==> src/rtl/spur_dds_pkg.sv <==
package spur_dds_pkg;
    localparam int LUT_ADDR_W = 5;
    localparam int LUT_DATA_W = 8;

    typedef enum logic [1:0] {
        ST_EMPTY  = 2'd0,
        ST_PRIMED = 2'd1,
        ST_STREAM = 2'd2
    } fill_state_t;
endpackage

==> src/rtl/dds_phase_acc.sv <==
module dds_phase_acc #(
    parameter int PHASE_W = 10
) (
    input  logic               clk,
    input  logic               rst,
    input  logic               en,
    input  logic [PHASE_W-1:0] tune_word,
    output logic [PHASE_W-1:0] acc_q,
    output logic               tgl_q
);
    logic [PHASE_W-1:0] word_q;

    // holding register: loads every edge, feeds the adder one edge later
    always_ff @(posedge clk) begin
        word_q <= tune_word;
    end

    always_ff @(posedge clk) begin
        if (rst) begin
            acc_q <= '0;
            tgl_q <= 1'b0;
        end else if (en) begin
            acc_q <= acc_q + word_q + {{(PHASE_W-1){1'b0}}, tgl_q};
            tgl_q <= ~tgl_q;
        end
    end
endmodule

==> src/rtl/dds_dither_lfsr.sv <==
module dds_dither_lfsr #(
    parameter int              LFSR_W   = 16,
    parameter logic [LFSR_W-1:0] TAPS   = 16'hD008,
    parameter logic [LFSR_W-1:0] SEED   = 16'hACE1,
    parameter int              DITHER_W = 3
) (
    input  logic                clk,
    input  logic                rst,
    input  logic                en,
    input  logic                dither_en,
    output logic [DITHER_W-1:0] dither
);
    logic [LFSR_W-1:0] state_q;
    logic              fb;

    assign fb     = ^(state_q & TAPS);
    assign dither = dither_en ? state_q[DITHER_W-1:0] : '0;

    always_ff @(posedge clk) begin
        if (rst)
            state_q <= SEED;
        else if (en)
            state_q <= {state_q[LFSR_W-2:0], fb};
    end
endmodule

==> src/rtl/dds_sine_rom.sv <==
module dds_sine_rom (
    input  logic              [4:0] addr,
    output logic signed       [7:0] value
);
    always_comb begin
        unique case (addr)
            5'd0:  value = 8'sd0;
            5'd1:  value = 8'sd25;
            5'd2:  value = 8'sd49;
            5'd3:  value = 8'sd71;
            5'd4:  value = 8'sd90;
            5'd5:  value = 8'sd106;
            5'd6:  value = 8'sd117;
            5'd7:  value = 8'sd125;
            5'd8:  value = 8'sd127;
            5'd9:  value = 8'sd125;
            5'd10: value = 8'sd117;
            5'd11: value = 8'sd106;
            5'd12: value = 8'sd90;
            5'd13: value = 8'sd71;
            5'd14: value = 8'sd49;
            5'd15: value = 8'sd25;
            5'd16: value = 8'sd0;
            5'd17: value = -8'sd25;
            5'd18: value = -8'sd49;
            5'd19: value = -8'sd71;
            5'd20: value = -8'sd90;
            5'd21: value = -8'sd106;
            5'd22: value = -8'sd117;
            5'd23: value = -8'sd125;
            5'd24: value = -8'sd127;
            5'd25: value = -8'sd125;
            5'd26: value = -8'sd117;
            5'd27: value = -8'sd106;
            5'd28: value = -8'sd90;
            5'd29: value = -8'sd71;
            5'd30: value = -8'sd49;
            5'd31: value = -8'sd25;
            default: value = 8'sd0;
        endcase
    end
endmodule

==> src/rtl/dds_delay_add.sv <==
module dds_delay_add
    import spur_dds_pkg::*;
#(
    parameter int DATA_W = 8
) (
    input  logic                     clk,
    input  logic                     rst,
    input  logic                     en,
    input  logic signed [DATA_W-1:0] cur,
    output logic signed [DATA_W:0]   sample,
    output logic                     valid
);
    fill_state_t state_q, state_d;
    logic signed [DATA_W-1:0] prev_q;

    always_comb begin
        state_d = state_q;
        unique case (state_q)
            ST_EMPTY:  if (en) state_d = ST_PRIMED;
            ST_PRIMED: if (en) state_d = ST_STREAM;
            ST_STREAM: state_d = ST_STREAM;
            default:   state_d = ST_EMPTY;
        endcase
    end

    // state register
    always_ff @(posedge clk) begin
        if (rst) state_q <= ST_EMPTY;
        else     state_q <= state_d;
    end

    // outputs: delay register and widened sum
    always_ff @(posedge clk) begin
        if (rst) begin
            prev_q <= '0;
            sample <= '0;
        end else if (en) begin
            prev_q <= cur;
            sample <= {cur[DATA_W-1], cur} + {prev_q[DATA_W-1], prev_q};
        end
    end

    assign valid = (state_q == ST_STREAM);
endmodule

==> src/rtl/spur_dds_core.sv <==
module spur_dds_core
    import spur_dds_pkg::*;
#(
    parameter int PHASE_W  = 10,
    parameter int DITHER_W = 3,
    parameter int LFSR_W   = 16
) (
    input  logic                        clk,
    input  logic                        rst,
    input  logic                        en,
    input  logic                        dither_en,
    input  logic [PHASE_W-1:0]          tune_word,
    output logic [PHASE_W-1:0]          phase,
    output logic signed [LUT_DATA_W:0]  sample,
    output logic                        sample_valid
);
    localparam int ADDR_W = LUT_ADDR_W;
    localparam int FRAC_W = PHASE_W - ADDR_W;

    logic [PHASE_W-1:0]          acc_q;
    logic                        tgl_q;
    logic [DITHER_W-1:0]         dither;
    logic [PHASE_W-1:0]          dithered;
    logic [ADDR_W-1:0]           lut_addr;
    logic signed [LUT_DATA_W-1:0] lut_val;

    dds_phase_acc #(.PHASE_W(PHASE_W)) u_acc (
        .clk(clk), .rst(rst), .en(en), .tune_word(tune_word),
        .acc_q(acc_q), .tgl_q(tgl_q)
    );

    dds_dither_lfsr #(.LFSR_W(LFSR_W), .DITHER_W(DITHER_W)) u_lfsr (
        .clk(clk), .rst(rst), .en(en), .dither_en(dither_en),
        .dither(dither)
    );

    // dither stays below one address step because DITHER_W < FRAC_W
    assign dithered = acc_q + {{(PHASE_W-DITHER_W){1'b0}}, dither};
    assign lut_addr = dithered[PHASE_W-1 -: ADDR_W];

    dds_sine_rom u_rom (.addr(lut_addr), .value(lut_val));

    dds_delay_add #(.DATA_W(LUT_DATA_W)) u_sum (
        .clk(clk), .rst(rst), .en(en), .cur(lut_val),
        .sample(sample), .valid(sample_valid)
    );

    assign phase = acc_q;

    logic unused_frac;
    assign unused_frac = (FRAC_W > DITHER_W) ? 1'b0 : 1'b1;
endmodule

==> config.mk <==
export PLATFORM = sky130hd
export DESIGN_NAME = spur_dds_core
export DESIGN_NICKNAME = d
export VERILOG_FILES = /design/src/rtl/spur_dds_pkg.sv /design/src/rtl/dds_phase_acc.sv /design/src/rtl/dds_dither_lfsr.sv /design/src/rtl/dds_sine_rom.sv /design/src/rtl/dds_delay_add.sv /design/src/rtl/spur_dds_core.sv
export SDC_FILE = /design/constraint.sdc
export NUM_CORES = 1
export LEC_CHECK = 0
export BUFFER_PORTS_ARGS = -buffer_cell sky130_fd_sc_hd__buf_2
export CAP_MARGIN = 20
export CORE_MARGIN = 3
export CORE_UTILIZATION = 40
export CTS_BUF_LIST = sky130_fd_sc_hd__clkbuf_16
export CTS_CLUSTER_SIZE = 24
export DETAILED_ROUTE_END_ITERATION = 8
export GPL_TIMING_DRIVEN = 1
export PLACE_DENSITY = 0.65
export SYNTH_ARGS = -nofsm -noshare
export SYNTH_HDL_FRONTEND = slang
export SYNTH_SLANG_ARGS = --single-unit
==> constraint.sdc <==
create_clock -name clk -period 4.7 [get_ports clk]
set_input_delay 0.705 -clock clk [delete_from_list [all_inputs] [get_ports clk]]
set_output_delay 0.705 -clock clk [all_outputs]
set_load 0.05 [all_outputs]
==> flow_metrics.env, run 1 <==
export IMPL_fp_row_count=35
export IMPL_vias_per_cell=5.617
export IMPL_die_w_um=104.5
export IMPL_ys_types=73
export IMPL_synth_flop_cell="dfxtp_1"
export IMPL_dieArea_um2=10920
export IMPL_tightest_slew_ps=836.0
export IMPL_grt_overflow=0
export IMPL_track_usage_pct=18.08
export IMPL_start_util_pct=41.60
export IMPL_start_kind="input pin"
export IMPL_fillers=890
export IMPL_drive_gt1_share_pct=21.60
export IMPL_cts_sinks=56
export IMPL_min_path_type="reg2reg"
export IMPL_dieHeight_um=104.5
export IMPL_io_pins=34
export IMPL_num_antenna_cells=0
export IMPL_syn_area_um2=3880
export IMPL_final_util_pct=49.56
export IMPL_cts_buffers=5
export IMPL_outcome="finished clean"
export IMPL_antenna_found_initial=0
export IMPL_finalSetupViolCount=0
export IMPL_fmax_mhz=224.3
export IMPL_cts_buffer_depth=2
export IMPL_ys_seq_elements=56
export IMPL_syn_num_nets=508
export IMPL_fin_crit_ps=4458
export IMPL_io_buffers=33
export IMPL_critPathMaxFanout=4
export IMPL_grt_pass1_vias=3460
export IMPL_worstSetupPathType="in2reg"
export IMPL_multi_input_area_um2=2609
export IMPL_grt_start_max_net_pins=46
export IMPL_wl_um=9791
export IMPL_finalSetupTns_ps=0
export IMPL_wl_per_cell_um=15.23
export IMPL_drtPass1Iterations=5
export IMPL_peakVddDrop_mv=0.2406
export IMPL_postRouteAntennaNets=0
export IMPL_report_final_slew_viol_count=0
export IMPL_regArea_um2=1121
export IMPL_core_um2=9328
export IMPL_finClkSkew_ps=4.985
export IMPL_power_leakage_uw=0.002038
export IMPL_num_vias=3612
export IMPL_ys_warn_count=0
export IMPL_final_common_cell="dfxtp_1"
export IMPL_tritoncts="done"
export IMPL_seq_area_frac_synth_pct=28.89
export IMPL_worstPathRequired_ps=4890
export IMPL_powerDensity_nw_per_um2=397.9
export IMPL_cts_htree_levels=2
export IMPL_min_period_over_period_pct=94.85
export IMPL_max_cap_viol_count=0
export IMPL_cp_arrival_ps=4650
export IMPL_syn_area_per_cell_um2=8.416
export IMPL_area_delta_synth_final_pct=19.16
export IMPL_clkTransAtPathRegs_ps=70
export IMPL_ys_async_sr_fraction_pct=0
export IMPL_drt_drc_violations_left=0
export IMPL_grt_pass1_wl_um=16710
export IMPL_crit_path_end_kind="flop"
export IMPL_hpwlAfterDp_um=7042
export IMPL_nets=560
export IMPL_relSlewSlack_pct=44.19
export IMPL_hold_viol_final=0
export IMPL_drtIter0Drc=269
export IMPL_cts_root_buffer="clkbuf_16"
export IMPL_place_congestion=0.9223
export IMPL_clock_latency_ps=290
export IMPL_synth_edf_count=0
export IMPL_layout_common_cells="56 x dfxtp_1, 50 x nor2_1, 42 x buf_4"
export IMPL_netlist_instances=461
[path summary, 6_finish.rpt]
kind	from	to	slack, ps	cells after the start
max	dither_en	u_sum.sample[7]	240	19
min	u_sum.prev_q[7]	u_sum.prev_q[7]	470	2
max reg2reg	u_lfsr.state_q[1]	u_sum.sample[7]	460	18
min reg2reg	u_sum.prev_q[7]	u_sum.prev_q[7]	470	2
[sequential cells by signal (all words and copies together) (netlist names)]
signal / cells
u_sum.prev_q: 8
u_sum.state_q: 2
u_lfsr.state_q: 16
u_acc.word_q: 10
u_acc.acc_q: 10
u_acc.tgl_q: 1
u_sum.sample: 9
[Yosys cell counts, types with 3 or more instances]
library cell,number,area [um2]
a211o_1,4,35.03
a211oi_1,4,30.03
a21o_1,5,37.54
a21oi_1,30,150.1
a221o_1,3,30.03
a22oi_1,3,22.52
and2_1,3,18.77
and3_1,6,37.54
buf_1,3,11.26
buf_2,6,30.03
clkbuf_1,19,71.32
dfxtp_1,56,1121
fa_1,3,60.06
ha_1,30,375.4
inv_1,20,75.07
mux2i_1,21,210.2
nand2_1,41,153.9
nand2b_1,4,25.02
nand3_1,9,45.04
nor2_1,50,187.7
nor2b_1,4,25.02
nor3_1,10,50.05
o2111ai_1,3,26.28
o211ai_1,5,37.54
o21a_1,5,37.54
o21ai_0,20,100.1
o21bai_1,3,22.52
o221ai_1,6,52.55
o22ai_1,7,43.79
or3_1,7,43.79
or4_1,3,22.52
xnor2_1,14,122.6
[where the power goes]
part | switching (uW) | leakage, uW | total (uW) | internal (uW)
sequential | 47.8 | 0.000464 | 581 | 533
clock | 176 | 0.0000840 | 429 | 254
combinational | 500 | 0.00149 | 829 | 329
total | 724 | 0.00204 | 1840 | 1120
[cells by family (layout without fill, tap and decap cells)]
family	after synthesis	after routing	synth area share [%]
AND/OR/NAND/NOR	144	144	17.09
multiplexers	23	23	6.095
flip-flops	56	56	28.89
buffers and inverters	51	104	5.514
XOR/XNOR	16	16	3.612
AO/OA/AOI/OAI	137	137	27.31
adder cells (fa/ha/maj)	34	34	11.48
[stage by stage]
step	hold slack [ps]	instance area, um2	cells	total power (uW)	setup slack (ps)
final	472.3	4623	643	1840	241.9
after detailed placement	459.4	4395	635	1389	-143.9
after CTS	477.9	4568	643	1824	119.8
after global routing	493.2	4623	643	1966	-18.44
after floorplan	441.3	3889	461	1175	6.974
after global placement	459.5	4395	635	1378	23.90
[layout make-up]
type	instances	area share, %
clock buffer	5	2.706
clock inverter	3	1.028
inverter	21	1.705
multi-input combinational	354	56.43
sequential	56	24.25
tap	129	3.491
timing repair buffer	75	10.39
[critical path, stage by stage]
cell and delay, ps:
buf_2 110, and2_1 150, ha_1 290, buf_4 140, a41oi_4 230, a21oi_2 110, xnor2_2 310, inv_2 100
buf_4 150, ha_1 240, buf_4 160, o311a_1 320, o221ai_1 180, o2111ai_1 270, and3_1 240, ha_1 290
nor2_1 50, or4_1 500, o311ai_1 90
[per-layer routing]
metal  wire (um)  track usage (%)  vias to the layer above
met5           0                0                        -
met4         121            4.938                        0
met3         404            2.483                       11
met2        4479            28.55                       90
met1        4786            25.70                     1731
li1            -                -                     1780
[what timing repair did]
action,CTS,global route
hold endpoints to repair,0,0
resized for setup,0,10
endpoints found under the setup margin,0,3
hold buffers,0,0
buffers inserted,0,0
Note: power is estimated with default switching activity, not from simulation.
==> inputs of run 2 (changes only) <==
--- a/config.mk
+++ b/config.mk
@@ -5,6 +5,7 @@
 export SDC_FILE = /design/constraint.sdc
 export NUM_CORES = 1
 export LEC_CHECK = 0
+export ABC_AREA = 1
 export BUFFER_PORTS_ARGS = -buffer_cell sky130_fd_sc_hd__buf_2
 export CAP_MARGIN = 20
 export CORE_MARGIN = 3
@@ -13,7 +14,7 @@
 export CTS_CLUSTER_SIZE = 24
 export DETAILED_ROUTE_END_ITERATION = 8
 export GPL_TIMING_DRIVEN = 1
-export PLACE_DENSITY = 0.65
+export PLACE_DENSITY = 0.66
 export SYNTH_ARGS = -nofsm -noshare
 export SYNTH_HDL_FRONTEND = slang
 export SYNTH_SLANG_ARGS = --single-unit
==> flow_metrics.env, run 2 <==
export IMPL_ys_seq_elements=56
export IMPL_num_vias=3067
export IMPL_report_final_slew_viol_count=0
export IMPL_cp_arrival_ps=4160
export IMPL_largest_register_ffs=16
export IMPL_cts_buffers=5
export IMPL_netlist_instances=489
export IMPL_synth_flop_cell="dfxtp_1"
export IMPL_cts_sinks=56
export IMPL_peakVddDrop_mv=0.1969
export IMPL_postCtsHoldBufs=0
export IMPL_grt_pass1_vias=2829
export IMPL_antenna_found_initial=0
export IMPL_vias_per_cell=4.939
export IMPL_synthTopCellsByCount="94 x nand2_1, 60 x inv_1, 57 x nor2_1"
export IMPL_powerDensity_nw_per_um2=394.2
export IMPL_seq_area_frac_synth_pct=32.23
export IMPL_cts_htree_levels=2
export IMPL_io_pins=34
export IMPL_yosysTopAreaCell="dfxtp_1"
export IMPL_grt_overflow=0
export IMPL_clock_latency_ps=300
export IMPL_power_leakage_uw=0.002020
export IMPL_largest_register="u_lfsr.state_q"
export IMPL_fin_crit_ps=3971
export IMPL_fmax_mhz=251.8
export IMPL_synth_area_top_cells="dfxtp_1 32%, ha_1 11%, nand2_1 10%"
export IMPL_syn_area_per_cell_um2=7.113
export IMPL_die_w_um=99.25
export IMPL_crit_path_end_kind="flop"
export IMPL_drtIter0Drc=164
export IMPL_hpwlAfterDp_um=5427
export IMPL_track_usage_pct=15.52
export IMPL_critPathMaxFanout=8
export IMPL_core_um2=8341
export IMPL_drt_drc_violations_left=0
export IMPL_tightest_slew_ps=848.4
export IMPL_start_util_pct=41.70
export IMPL_synth_top_cell_area_share_pct=32.23
export IMPL_wl_um=7367
export IMPL_syn_num_nets=536
export IMPL_start_kind="input pin"
export IMPL_fp_row_count=33
export IMPL_cts_setup_buffers=0
export IMPL_min_path_type="reg2reg"
export IMPL_top_regs="u_lfsr.state_q: 16 flops, u_acc.acc_q: 10 flops, u_acc.word_q: 10 flops"
export IMPL_synth_edf_count=0
export IMPL_cts_root_buffer="clkbuf_16"
export IMPL_finClkSkew_ps=7.554
export IMPL_finalSetupTns_ps=0
export IMPL_cts_buffer_depth=2
export IMPL_grt_start_max_net_pins=50
export IMPL_stdcell_count=621
export IMPL_ys_types=29
export IMPL_place_congestion=0.8948
export IMPL_tritoncts="done"
export IMPL_drive_gt1_share_pct=12.60
export IMPL_layout_common_cells="94 x nand2_1, 60 x inv_1, 57 x nor2_1"
export IMPL_final_util_pct=46.52
export IMPL_finalSetupViolCount=0
export IMPL_relSlewSlack_pct=43.44
export IMPL_dieHeight_um=99.25
export IMPL_hold_viol_final=0
export IMPL_grt_pass1_wl_um=12740
export IMPL_rsz0062_at_grt="false"
export IMPL_io_buffers=33
export IMPL_ys_warn_count=0
export IMPL_drtPass1Iterations=4
export IMPL_postRouteAntennaNets=0
export IMPL_max_cap_viol_count=0
export IMPL_nets=562
export IMPL_final_common_cell="nand2_1"
export IMPL_placed_area_um2=3702
export IMPL_place_inst=612
export IMPL_cts_resized=0
export IMPL_min_period_over_period_pct=84.49
export IMPL_outcome="finished clean"
export IMPL_syn_area_um2=3478
export IMPL_fin_area_um2=3880
export IMPL_worstPathRequired_ps=4890
export IMPL_yosysMostFrequentCell="nand2_1"
export IMPL_regToRegSetupSlack_ps=950
export IMPL_dieArea_um2=9851
export IMPL_clkTransAtPathRegs_ps=80
export IMPL_ys_async_sr_fraction_pct=0
export IMPL_num_antenna_cells=0
export IMPL_area_delta_synth_final_pct=11.55
export IMPL_wl_per_cell_um=11.86
export IMPL_worstSetupPathType="in2reg"
## run 2: cell types whose count changed after synthesis, sizes merged, moves of 12 or more
cell,change
nand2,+66
nand3,+48
inv,+41
mux2i,-21
o21ai,+20
xor2,+15
xnor2,-12
## run 2: critical path, stage by stage
cell and delay, ps:
buf_2 130, nand2_1 70, inv_1 40, ha_1 300, nand2_1 110, o21ai_4 230
nand2_2 130, nand2_1 260, inv_1 140, ha_1 330, inv_1 90, nand2_1 90
nand2_1 60, nand2_1 50, nand3_1 80, nand2_1 110, fa_1 440, nand3_1 100
nand2_1 110, a21oi_1 140, o21ai_0 100, xor2_1 140, o21ai_0 140, inv_1 50
## run 2: final timing paths
path,from,end,cells after the start
setup / recovery,dither_en,u_sum.sample[6],24
hold / removal,u_lfsr.state_q[6],u_lfsr.state_q[6],2
setup reg to reg,u_lfsr.state_q[2],u_sum.sample[6],23
hold reg to reg,u_lfsr.state_q[6],u_lfsr.state_q[6],2
## run 2: cell type report
class,instances,area (um2)
Fill cell,854,4461
Multi-Input combinational cell,357,2056
Sequential cell,56,1121
Inverter,61,229.0
Timing Repair Buffer,34,192.7
Tap cell,105,131.4
Clock buffer,5,125.1
Clock inverter,3,25.02
## run 2: per-layer routing
| metal | vias up | track usage, % | routed length, um |
|---|---|---|---|
| met4 | 0 | 3.046 | 68 |
| li1 | 1630 | - | - |
| met1 | 1382 | 19.93 | 3445 |
| met2 | 47 | 26.91 | 3598 |
| met3 | 8 | 3.366 | 255 |
| met5 | - | 0 | 0 |
## run 2: kinds of logic (layout without fill, tap and decap cells)
logic type / count (synthesis) / in the layout / synth area share (%)
buffers and inverters: 76 / 103 / 8.669
xor gates and xnor gates: 19 / 19 / 4.784
adders and majority gates: 33 / 33 / 12.52
and+or+nand+nor: 229 / 229 / 29.71
DFF: 56 / 56 / 32.23
AOI/OAI and AO/OA: 76 / 76 / 12.09
## run 2: power breakdown
part	internal, uW	leakage (uW)	switching, uW
Clock	202	0.0000708	180
Sequential	529	0.000467	43.2
Combinational	189	0.00148	386
Total	920	0.00202	610
## run 2: through the flow
step                power, uW  setup slack, ps  hold slack, ps
floorplan                1038            948.3           429.2
global placement         1145            578.4           439.1
detailed placement       1156            449.6           442.8
CTS                      1541            728.6           463.4
global route             1649            289.2           488.3
finish                   1530            728.9           458.8
==> inputs of run 3 (changes only) <==
--- a/config.mk
+++ b/config.mk
@@ -14,7 +14,7 @@
 export CTS_CLUSTER_SIZE = 24
 export DETAILED_ROUTE_END_ITERATION = 8
 export GPL_TIMING_DRIVEN = 1
-export PLACE_DENSITY = 0.66
+export PLACE_DENSITY = 0.64
 export SYNTH_ARGS = -nofsm -noshare
 export SYNTH_HDL_FRONTEND = slang
 export SYNTH_SLANG_ARGS = --single-unit
==> constraint.sdc (replaced) <==
create_clock -name clk -period 3.9 [get_ports clk]
set_input_delay 0.585 -clock clk [delete_from_list [all_inputs] [get_ports clk]]
set_output_delay 0.585 -clock clk [all_outputs]
set_load 0.05 [all_outputs]
==> flow_metrics.env, run 3 (same netlist as run 2, synthesis figures left out) <==
export IMPL_outcome="finished clean"
export IMPL_cts_buffer_depth=2
export IMPL_io_pins=34
export IMPL_fillers=854
export IMPL_multi_input_area_um2=2056
export IMPL_worstPathRequired_ps=4100
export IMPL_dieHeight_um=99.25
export IMPL_drtIter0Drc=111
export IMPL_pwr_share_clk_pct=25.2
export IMPL_num_antenna_cells=0
export IMPL_tritoncts="done"
export IMPL_grt_pass1_wl_um=13040
export IMPL_p_comb_share_pct=37.8
export IMPL_wl_per_cell_um=11.83
export IMPL_top_regs="u_lfsr.state_q: 16 flops, u_acc.acc_q: 10 flops, u_acc.word_q: 10 flops"
export IMPL_largest_register="u_lfsr.state_q"
export IMPL_cts_root_buffer="clkbuf_16"
export IMPL_cts_buffers=5
export IMPL_min_path_type="in2reg"
export IMPL_relSlewSlack_pct=50.12
export IMPL_track_usage_pct=15.78
export IMPL_drive_gt1_share_pct=13.77
export IMPL_io_buffers=33
export IMPL_cts_resized=0
export IMPL_power_leakage_uw=0.002045
export IMPL_clock_latency_ps=300
export IMPL_nets=569
export IMPL_wl_um=7428
export IMPL_place_congestion=0.8682
export IMPL_final_common_cell="nand2_1"
export IMPL_power_internal_uw=1118
export IMPL_regArea_um2=1121
export IMPL_num_vias=3102
export IMPL_cp_slowest_cell="fa_1"
export IMPL_finalSetupTns_ps=0
export IMPL_peakVddDrop_mv=0.2279
export IMPL_grt_start_max_net_pins=50
export IMPL_largest_register_ffs=16
export IMPL_finClkSkew_ps=3.657
export IMPL_postRouteAntennaNets=0
export IMPL_core_um2=8341
export IMPL_max_cap_viol_count=0
export IMPL_place_inst=620
export IMPL_die_w_um=99.25
export IMPL_min_period_over_period_pct=90.30
export IMPL_crit_top_cell="nand2_1"
export IMPL_fmax_mhz=284.0
export IMPL_vias_per_cell=4.939
export IMPL_hold_viol_final=0
export IMPL_cp_arrival_ps=3720
export IMPL_cts_setup_buffers=0
export IMPL_rsz0062_at_grt="false"
export IMPL_hpwlAfterDp_um=5430
export IMPL_drt_drc_violations_left=0
export IMPL_report_final_slew_viol_count=0
export IMPL_stdcell_count=628
export IMPL_postCtsHoldBufs=0
export IMPL_p_switching_uw=742.0
export IMPL_grt_pass1_vias=2953
export IMPL_clkTransAtPathRegs_ps=80
export IMPL_swShare_pct=39.89
export IMPL_drtPass1Iterations=4
export IMPL_fin_crit_ps=3522
export IMPL_cts_htree_levels=2
export IMPL_fin_area_um2=3915
export IMPL_tightest_slew_ps=747.4
export IMPL_worstSetupPathType="in2reg"
export IMPL_fp_row_count=33
export IMPL_design_power_total_uw=1860
export IMPL_antenna_found_initial=0
export IMPL_start_kind="input pin"
export IMPL_dieArea_um2=9851
export IMPL_layout_common_cells="94 x nand2_1, 60 x inv_1, 57 x nor2_1"
export IMPL_grt_overflow=0
export IMPL_pwr_share_seq_pct=37.0
export IMPL_area_delta_synth_final_pct=12.55
export IMPL_placed_area_um2=3762
export IMPL_cts_sinks=56
export IMPL_critPathMaxFanout=6
export IMPL_finalSetupViolCount=0
export IMPL_start_util_pct=41.70
export IMPL_cp_slowest_stage_delay_ps=410
export IMPL_crit_path_end_kind="flop"
export IMPL_powerDensity_nw_per_um2=475.1
-- run 3: changes by cell type in the layout (fill, tap and decap cells not counted) --
| cell | change |
|---|---|
| clkinv_4 | +1 |
| buf_16 | -1 |
| o21ai_1 | +1 |
| inv_6 | -2 |
| inv_8 | +1 |
| buf_4 | +8 |
| o21ai_0 | -1 |
-- run 3: critical path: cells and delay by family --
| kind | cells | cell delay, ps |
|---|---|---|
| AO/OA/AOI/OAI | 4 | 440 |
| buffers and inverters | 5 | 280 |
| adder cells (fa/ha/maj) | 4 | 1090 |
| XOR/XNOR | 1 | 150 |
| AND/OR/NAND/NOR | 11 | 1150 |
-- run 3: cell type report --
type	instances	area share, %
Clock inverter	3	0.7031
Multi-Input combinational cell	357	52.51
Tap cell	105	3.356
Inverter	61	5.849
Timing Repair Buffer	41	5.753
Clock buffer	5	3.196
Sequential cell	56	28.64
-- run 3: stage by stage --
step           hold WS [ps]  setup WS [ps]  util, %
5_1_grt               376.1          38.61    46.94
6_report              382.8          378.5    46.94
4_1_cts               379.7          376.5    46.94
3_5_place_dp          442.8          96.17    45.11
3_3_place_gp          439.1          169.8    45.11
2_1_floorplan         429.2          268.3        -
-- run 3: routing by layer --
metal	GRT usage (%)	vias to the layer above	part of all wire, %
met2	28.41	34	50
met4	4.517	0	1.2
met1	19.13	1423	47
li1	-	1637	-
met5	0	-	0
met3	2.875	8	2.5
-- run 3: path summary, 6_finish.rpt --
kind	from	slack (ps)	endpoint	cells past startpoint
worst min-delay path	tune_word[3]	380	u_acc.word_q[3]	1
worst min register to register	u_lfsr.state_q[7]	460	u_lfsr.state_q[7]	2
worst max register to register	u_lfsr.state_q[2]	480	u_sum.sample[6]	24
worst max-delay path	dither_en	380	u_sum.sample[6]	25
-- run 3: power groups by stage --
stage / combinational (uW) / sequential (uW) / clock, uW
after floorplan: 461 / 790 / 0
after global placement: 688 / 700 / 0
after detailed placement: 704 / 702 / 0
after CTS: 708 / 689 / 484
after global routing: 800 / 699 / 504
final: 702 / 688 / 469
